--- src/rtl/alias_rec_pkg.sv ---
package alias_rec_pkg;

  localparam int INSN_W = 32;
  localparam int REG_W  = 5;
  localparam int IMM_W  = 12;
  localparam int SET_W  = 4;
  localparam int CODE_W = 5;

  localparam logic [6:0] OPC_OPIMM   = 7'b0010011;
  localparam logic [6:0] OPC_OPIMM32 = 7'b0011011;
  localparam logic [6:0] OPC_OP      = 7'b0110011;
  localparam logic [6:0] OPC_OP32    = 7'b0111011;
  localparam logic [6:0] OPC_BRANCH  = 7'b1100011;
  localparam logic [6:0] OPC_JAL     = 7'b1101111;
  localparam logic [6:0] OPC_JALR    = 7'b1100111;
  localparam logic [6:0] OPC_MISC    = 7'b0001111;
  localparam logic [6:0] OPC_SYSTEM  = 7'b1110011;

  localparam logic [6:0] F7_BASE = 7'b0000000;
  localparam logic [6:0] F7_ALT  = 7'b0100000;

  typedef enum logic [CODE_W-1:0] {
    AL_NONE   = 5'd0,  AL_NOP    = 5'd1,  AL_MV     = 5'd2,  AL_SEQZ   = 5'd3,
    AL_NOT    = 5'd4,  AL_ZEXTB  = 5'd5,  AL_SEXTW  = 5'd6,  AL_PAUSE  = 5'd7,
    AL_FENCE  = 5'd8,  AL_RET    = 5'd9,  AL_JR     = 5'd10, AL_J      = 5'd11,
    AL_JALRA  = 5'd12, AL_BEQZ   = 5'd13, AL_BNEZ   = 5'd14, AL_BLTZ   = 5'd15,
    AL_BGTZ   = 5'd16, AL_BLEZ   = 5'd17, AL_BGEZ   = 5'd18, AL_NEG    = 5'd19,
    AL_NEGW   = 5'd20, AL_SLTZ   = 5'd21, AL_SGTZ   = 5'd22, AL_SNEZ   = 5'd23,
    AL_CSRR   = 5'd24, AL_CSRW   = 5'd25, AL_CSRS   = 5'd26, AL_CSRC   = 5'd27,
    AL_CSRWI  = 5'd28, AL_CSRSI  = 5'd29, AL_CSRCI  = 5'd30
  } alias_e;

  typedef enum logic [4:0] {
    B_NONE, B_ADDI, B_SLTIU, B_XORI, B_ANDI, B_ADDIW, B_SUB, B_SUBW,
    B_SLT, B_SLTU, B_BEQ, B_BNE, B_BLT, B_BGE, B_JAL, B_JALR, B_FENCE,
    B_CSRRW, B_CSRRS, B_CSRRC, B_CSRRWI, B_CSRRSI, B_CSRRCI
  } base_e;

  typedef struct packed {
    logic [REG_W-1:0] rd;
    logic [REG_W-1:0] rs1;
    logic [REG_W-1:0] rs2;
    logic [IMM_W-1:0] imm;
    logic [SET_W-1:0] pred;
    logic [SET_W-1:0] succ;
  } fields_t;

endpackage

--- src/rtl/alias_fields.sv ---
module alias_fields
  import alias_rec_pkg::*;
#(
  parameter bit HAS_WORD_OPS = 1'b1
) (
  input  logic [INSN_W-1:0] insn,
  output fields_t           flds,
  output base_e             base
);
  logic [6:0] opc;
  logic [2:0] f3;
  logic [6:0] f7;
  base_e      base_main;
  base_e      base_word;

  assign opc = insn[6:0];
  assign f3  = insn[14:12];
  assign f7  = insn[31:25];

  assign flds.rd   = insn[11:7];
  assign flds.rs1  = insn[19:15];
  assign flds.rs2  = insn[24:20];
  assign flds.imm  = insn[31:20];
  assign flds.pred = insn[27:24];
  assign flds.succ = insn[23:20];

  always_comb begin
    base_main = B_NONE;
    unique case (opc)
      OPC_OPIMM: begin
        case (f3)
          3'b000:  base_main = B_ADDI;
          3'b011:  base_main = B_SLTIU;
          3'b100:  base_main = B_XORI;
          3'b111:  base_main = B_ANDI;
          default: base_main = B_NONE;
        endcase
      end
      OPC_OP: begin
        if (f7 == F7_ALT && f3 == 3'b000)       base_main = B_SUB;
        else if (f7 == F7_BASE && f3 == 3'b010) base_main = B_SLT;
        else if (f7 == F7_BASE && f3 == 3'b011) base_main = B_SLTU;
      end
      OPC_BRANCH: begin
        case (f3)
          3'b000:  base_main = B_BEQ;
          3'b001:  base_main = B_BNE;
          3'b100:  base_main = B_BLT;
          3'b101:  base_main = B_BGE;
          default: base_main = B_NONE;
        endcase
      end
      OPC_JAL:  base_main = B_JAL;
      OPC_JALR: if (f3 == 3'b000) base_main = B_JALR;
      OPC_MISC: if (f3 == 3'b000) base_main = B_FENCE;
      OPC_SYSTEM: begin
        case (f3)
          3'b001:  base_main = B_CSRRW;
          3'b010:  base_main = B_CSRRS;
          3'b011:  base_main = B_CSRRC;
          3'b101:  base_main = B_CSRRWI;
          3'b110:  base_main = B_CSRRSI;
          3'b111:  base_main = B_CSRRCI;
          default: base_main = B_NONE;
        endcase
      end
      default: base_main = B_NONE;
    endcase
  end

  generate
    if (HAS_WORD_OPS) begin : g_word
      always_comb begin
        base_word = B_NONE;
        if (opc == OPC_OPIMM32 && f3 == 3'b000)
          base_word = B_ADDIW;
        else if (opc == OPC_OP32 && f7 == F7_ALT && f3 == 3'b000)
          base_word = B_SUBW;
      end
    end else begin : g_noword
      assign base_word = B_NONE;
    end
  endgenerate

  assign base = (base_word != B_NONE) ? base_word : base_main;

endmodule

--- src/rtl/alias_rules.sv ---
module alias_rules
  import alias_rec_pkg::*;
(
  input  base_e   base,
  input  fields_t flds,
  output alias_e  code,
  output logic    hit
);
  localparam logic [REG_W-1:0] RA_IDX = REG_W'(1);

  logic rd_z, rs1_z, rs2_z, imm_z, rd_ra, rs1_ra;

  assign rd_z   = (flds.rd  == '0);
  assign rs1_z  = (flds.rs1 == '0);
  assign rs2_z  = (flds.rs2 == '0);
  assign imm_z  = (flds.imm == '0);
  assign rd_ra  = (flds.rd  == RA_IDX);
  assign rs1_ra = (flds.rs1 == RA_IDX);

  always_comb begin
    code = AL_NONE;
    hit  = 1'b0;
    case (base)
      B_ADDI: begin
        if (rd_z && rs1_z && imm_z) begin code = AL_NOP; hit = 1'b1; end
        else if (imm_z)             begin code = AL_MV;  hit = 1'b1; end
      end
      B_SLTIU: if (flds.imm == IMM_W'(1)) begin code = AL_SEQZ; hit = 1'b1; end
      B_XORI:  if (&flds.imm)             begin code = AL_NOT;  hit = 1'b1; end
      B_ANDI:  if (flds.imm == IMM_W'(255)) begin code = AL_ZEXTB; hit = 1'b1; end
      B_ADDIW: if (imm_z)                 begin code = AL_SEXTW; hit = 1'b1; end
      B_FENCE: begin
        if (flds.pred == 4'b0001 && flds.succ == 4'b0000 && rd_z && rs1_z) begin
          code = AL_PAUSE; hit = 1'b1;
        end else if (&flds.pred && &flds.succ) begin
          code = AL_FENCE; hit = 1'b1;
        end
      end
      B_JALR: begin
        if (rd_z && rs1_ra && imm_z) begin code = AL_RET; hit = 1'b1; end
        else if (rd_z)               begin code = AL_JR;  hit = 1'b1; end
      end
      B_JAL: begin
        if (rd_z)       begin code = AL_J;     hit = 1'b1; end
        else if (rd_ra) begin code = AL_JALRA; hit = 1'b1; end
      end
      B_BEQ: if (rs2_z) begin code = AL_BEQZ; hit = 1'b1; end
      B_BNE: if (rs2_z) begin code = AL_BNEZ; hit = 1'b1; end
      B_BLT: begin
        if (rs2_z)      begin code = AL_BLTZ; hit = 1'b1; end
        else if (rs1_z) begin code = AL_BGTZ; hit = 1'b1; end
      end
      B_BGE: begin
        if (rs2_z)      begin code = AL_BGEZ; hit = 1'b1; end
        else if (rs1_z) begin code = AL_BLEZ; hit = 1'b1; end
      end
      B_SUB:  if (rs1_z) begin code = AL_NEG;  hit = 1'b1; end
      B_SUBW: if (rs1_z) begin code = AL_NEGW; hit = 1'b1; end
      B_SLT: begin
        if (rs2_z)      begin code = AL_SLTZ; hit = 1'b1; end
        else if (rs1_z) begin code = AL_SGTZ; hit = 1'b1; end
      end
      B_SLTU: if (rs1_z) begin code = AL_SNEZ; hit = 1'b1; end
      B_CSRRS: begin
        if (rs1_z)     begin code = AL_CSRR; hit = 1'b1; end
        else if (rd_z) begin code = AL_CSRS; hit = 1'b1; end
      end
      B_CSRRW:  if (rd_z) begin code = AL_CSRW;  hit = 1'b1; end
      B_CSRRC:  if (rd_z) begin code = AL_CSRC;  hit = 1'b1; end
      B_CSRRWI: if (rd_z) begin code = AL_CSRWI; hit = 1'b1; end
      B_CSRRSI: if (rd_z) begin code = AL_CSRSI; hit = 1'b1; end
      B_CSRRCI: if (rd_z) begin code = AL_CSRCI; hit = 1'b1; end
      default: begin
        code = AL_NONE;
        hit  = 1'b0;
      end
    endcase
  end

endmodule

--- src/rtl/alias_stage.sv ---
module alias_stage
  import alias_rec_pkg::*;
(
  input  logic   clk,
  input  logic   rst,
  input  logic   up_valid,
  output logic   up_ready,
  input  alias_e up_code,
  input  logic   up_hit,
  output logic   dn_valid,
  input  logic   dn_ready,
  output alias_e dn_code,
  output logic   dn_hit
);
  assign up_ready = !dn_valid || dn_ready;

  always_ff @(posedge clk) begin
    if (rst) begin
      dn_valid <= 1'b0;
      dn_code  <= AL_NONE;
      dn_hit   <= 1'b0;
    end else if (up_ready) begin
      dn_valid <= up_valid;
      if (up_valid) begin
        dn_code <= up_code;
        dn_hit  <= up_hit;
      end
    end
  end

endmodule

--- src/rtl/alias_recognizer.sv ---
module alias_recognizer
  import alias_rec_pkg::*;
#(
  parameter bit HAS_WORD_OPS = 1'b1
) (
  input  logic              clk,
  input  logic              rst,
  input  logic              in_valid,
  output logic              in_ready,
  input  logic [INSN_W-1:0] in_insn,
  output logic              out_valid,
  input  logic              out_ready,
  output logic [CODE_W-1:0] out_alias,
  output logic              out_match
);
  fields_t flds;
  base_e   base;
  alias_e  code_c;
  logic    hit_c;
  alias_e  code_q;

  alias_fields #(.HAS_WORD_OPS(HAS_WORD_OPS)) u_fields (
    .insn (in_insn),
    .flds (flds),
    .base (base)
  );

  alias_rules u_rules (
    .base (base),
    .flds (flds),
    .code (code_c),
    .hit  (hit_c)
  );

  alias_stage u_stage (
    .clk      (clk),
    .rst      (rst),
    .up_valid (in_valid),
    .up_ready (in_ready),
    .up_code  (code_c),
    .up_hit   (hit_c),
    .dn_valid (out_valid),
    .dn_ready (out_ready),
    .dn_code  (code_q),
    .dn_hit   (out_match)
  );

  assign out_alias = code_q;

endmodule

--- config.mk ---
export PLATFORM = sky130hd
export DESIGN_NAME = alias_recognizer
export DESIGN_NICKNAME = d
export VERILOG_FILES = /design/src/rtl/alias_rec_pkg.sv /design/src/rtl/alias_fields.sv /design/src/rtl/alias_rules.sv /design/src/rtl/alias_stage.sv /design/src/rtl/alias_recognizer.sv
export SDC_FILE = /design/constraint.sdc
export NUM_CORES = 1
export LEC_CHECK = 0
export CELL_PAD_IN_SITES_DETAIL_PLACEMENT = 0
export CELL_PAD_IN_SITES_GLOBAL_PLACEMENT = 1
export CORE_MARGIN = 2
export CORE_UTILIZATION = 30
export DETAILED_ROUTE_END_ITERATION = 10
export PLACE_DENSITY = 0.76
export SLEW_MARGIN = 20
export SYNTH_ARGS = -nofsm -noshare
export SYNTH_HDL_FRONTEND = slang
export SYNTH_SLANG_ARGS = --single-unit
--- constraint.sdc ---
create_clock -name clk -period 6.8 [get_ports clk]
set_clock_uncertainty 0.2 [all_clocks]
set_input_delay 0.68 -clock clk [delete_from_list [all_inputs] [get_ports clk]]
set_output_delay 0.68 -clock clk [all_outputs]
set_load 0.005 [all_outputs]
==> summary.txt <==
Run status
  • Status: complete, no violations

Yosys
  • Mapped Nets: 241
  • Main combinational cell family by area after synthesis: simple AND/OR/NAND/NOR gates
  • Synth Area per Inst: 7.06 sq um
  • Register area share after synthesis: 9.69%
  • Synth area leaders: dfxtp_1 (9.7%), nand2_1 (6.5%), nor3_1 (4.8%)
  • Post-synth ARST share: 0%
  • Largest area contributor in the netlist: dfxtp_1
  • Adder-Cell Fraction of Synth Area: 0%
  • Top cell type's share of synthesized area: 9.69%
  • Mapped Cells: 205
  • Yosys reg bits: 7
  • Synth Flop Type: dfxtp_1
  • Mux contribution to synthesized area: 1.38%
  • Top-count cell post-synth: nand2_1
  • Post-Synth Simple-Gate Area: 56.3%
  • Compound-Gate Fraction of Synth Area: 26.9%
  • Synth cell count leaders: nand2_1 (25), nor2_1 (17), nor3_1 (14)
  • Post-synth EDFFs: 0
  • Yosys cell types: 61
  • Xor and xnor area share after synthesis: 0%
  • Mapped Area: 0.00145 sq mm
  • Synthesis Warnings: 0

Pwr
  • Psw: 43.3 uW
  • Static leakage: 0.610 nW
  • Clk pwr share: 39.8%
  • Maximum VDD drop: 0.0624 mV
  • Int Power: 108 uW
  • Pwr dens: 78.8 mW/mm^2
  • Gate power share: 32.6%
  • Switch share: 28.6%
  • Sequential power share: 27.6%

Floorplan
  • Top-level port count: 44
  • Initial Util: 30.8%
  • Die area: 0.00539 sq mm
  • Die Ht: 73.4 um
  • Core area: 0.00469 sq mm
  • Site Rows: 25
  • Chip Width: 73.4 um

Detailed routing
  • Met2 wire length: 2.30 mm
  • Routed Antenna Nets: 0
  • 1st-iter DRT viols: 206
  • Routed len/inst: 16.7 um
  • Highest Signal Layer: met4
  • TritonRoute pass-1 iters: 5
  • Vias post-DR: 1,871
  • DRC: 0
  • Final wirelength: 4.94 mm
  • Via density: 6.32
  • Wire length on met1: 2.11 mm
  • WL met3: 418 um

Setup path
  • Worst R2R Path Depth: 8
  • Most common cell on crit path: a311oi_1
  • CP arrival: 3.75 ns
  • CP Launch Type: input pin
  • Worst r2r src: u_stage.dn_valid
  • Crit path buf inv count: 1
  • Setup crit end kind: flop
  • Worst path cell trace: clkdlybuf4s50_1 > or4bb_1 > nor4_4 > nand2_1 > nand4b_1 > nor4b_2 > or3_1 > a311oi_1 > a311oi_1
  • Crit Path Class: input pin to flop
  • Slowest stage delay, CP: 0.70 ns
  • Critical Path RT: 6.70 ns
  • Worst r2r dst: u_stage.dn_hit
  • Critical path's top delay family: simple AND/OR/NAND/NOR gates
  • Slowest cell on the critical path: or4bb_1
  • Worst-path fanout max: 13
  • R2R Setup Slk: 4.65 ns

Final layout
  • Nets@finish: 279
  • Layout area overhead: 32.9%
  • Ant. Diodes: 0
  • Fraction of layout instances using a drive strength above 1: 8.68%
  • Layout Utilization: 41.0%

Timing
  • Highest clock rate: 260 MHz
  • Final TNS setup: 0 ns
  • Final min period: 3.85 ns
  • Max-slew violations: 0
  • Final setup fails: 0
  • Relative slew slack: 47.5%
  • Number of hold violations in the final report: 0
  • Worst Tran Pin Value: 0.781 ns
  • RSZ-0062 raised after global routing: false
  • Period utilization: 56.7%

CTS
  • Cts bufs inserted: 3
  • Clk_lat worst skew: 0.23 ns
  • Hold Buf Count CTS: 0
  • H-tree levels: 1
  • CTS tree: done
  • Post-CTS resize count: 0
  • Clock slew at reported path FFs: 0.04 ns
  • Clock tree root buffer cell: clkbuf_8
  • Post-CTS setup buffer count: 0
  • Sink Count: 7
  • Clock buffer depth: 2

Placed design
  • Dpl hpwl: 4.00 mm
  • Routability congestion estimate: 0.964
  • Port buffer count: 43

Worst hold path
  • Hold Path Depth: 1
  • Hold_sp: u_stage.dn_code[4]
  • Hold path endpoint: u_stage.dn_code[4]
  • Min-delay worst type: flop to flop

Global routing
  • Final global-route overflow total: 0
  • Global Route Usage Sum: 19.1%
  • Largest net degree at the start of global routing: 14
  • Initial antenna violation count: 0
  • Number of global-route vias before repair: 1,721
  • First-pass GRT wire length: 8.08 mm

Run
  • Max Cap Viol: 0
worst max-delay path by stage:
stage	end	slack, ns	cells past startpoint	startpoint
final	u_stage.dn_code[0]	2.95	9	in_insn[2]
after global routing	u_stage.dn_code[0]	2.71	9	in_insn[2]
after global placement	u_stage.dn_code[4]	2.72	9	in_insn[3]
after detailed placement	u_stage.dn_code[0]	2.73	9	in_insn[2]
after floorplan	u_stage.dn_code[0]	3.66	10	in_insn[4]
after CTS	u_stage.dn_code[0]	2.97	9	in_insn[2]
cell type report:
| class | count | area, sq um |
|---|---|---|
| Sequential cell | 7 | 140 |
| Fill cell | 492 | 2770 |
| Clock buffer | 4 | 45.0 |
| Inverter | 4 | 15.0 |
| Multi-Input combinational cell | 184 | 1220 |
| Timing Repair Buffer | 43 | 430 |
| Tap cell | 54 | 67.6 |
metal layers:
layer	track usage (%)	up-vias
met2	30.6	96
met4	5.86	0
met5	0	-
met1	25.7	861
li1	-	898
met3	3.98	16
flip-flops by register name, summed over array words and instances (netlist names):
name and cells:
u_stage.dn_valid 1, u_stage.dn_code 5, u_stage.dn_hit 1
power groups by stage:
| stage | registers [mW] | logic [mW] | clock network (mW) |
|---|---|---|---|
| 2_1_floorplan | 0.0425 | 0.0209 | 0 |
| 4_1_cts | 0.0418 | 0.0492 | 0.0618 |
| 6_report | 0.0418 | 0.0493 | 0.0604 |
| 3_5_place_dp | 0.0425 | 0.0490 | 0 |
| 5_1_grt | 0.0418 | 0.0543 | 0.0634 |
| 3_3_place_gp | 0.0425 | 0.0490 | 0 |
cell usage in the layout (no fill, tap or decap), types with 2 or more instances in the layout:
| master | count |
|---|---|
| clkdlybuf4s50_1 | 43 |
| nand2_1 | 25 |
| nor2_1 | 17 |
| nor3_1 | 14 |
| nand3_1 | 10 |
| o21ai_0 | 10 |
| nor4_1 | 9 |
| a21oi_1 | 7 |
| nand4_1 | 7 |
| dfxtp_1 | 7 |
| or4_1 | 5 |
| a32oi_1 | 5 |
| nand2b_1 | 4 |
| or3_1 | 4 |
| inv_1 | 4 |
| nand4b_1 | 3 |
| and2_1 | 3 |
| or2_2 | 3 |
| o211ai_1 | 3 |
| o22ai_1 | 3 |
| nor4b_1 | 3 |
| clkbuf_8 | 3 |
| and4b_1 | 2 |
| or4bb_1 | 2 |
| mux2i_1 | 2 |
| or4b_2 | 2 |
| nor3_2 | 2 |
| and3_1 | 2 |
| or3b_1 | 2 |
| a21o_1 | 2 |
| a311oi_1 | 2 |
| o21a_1 | 2 |
| nor3b_1 | 2 |
metrics by stage:
stage               instance area, sq um  instances  setup WS (ns)  power (mW)  hold WS (ns)
global route                        1920        296           2.71       0.159         0.272
CTS                                 1920        296           2.97       0.153         0.253
global placement                    1880        292           2.72      0.0915         0.239
detailed placement                  1880        292           2.73      0.0915         0.244
finish                              1920        296           2.95       0.151         0.252
floorplan                           1450        205           3.66      0.0634         0.249
logic make-up after synthesis:
logic type | after synthesis
AND/OR/NAND/NOR | 132
AO/OA/AOI/OAI | 50
buffers and inverters | 14
flip-flops | 7
multiplexers | 2
Power figures use the tool's default switching activity.
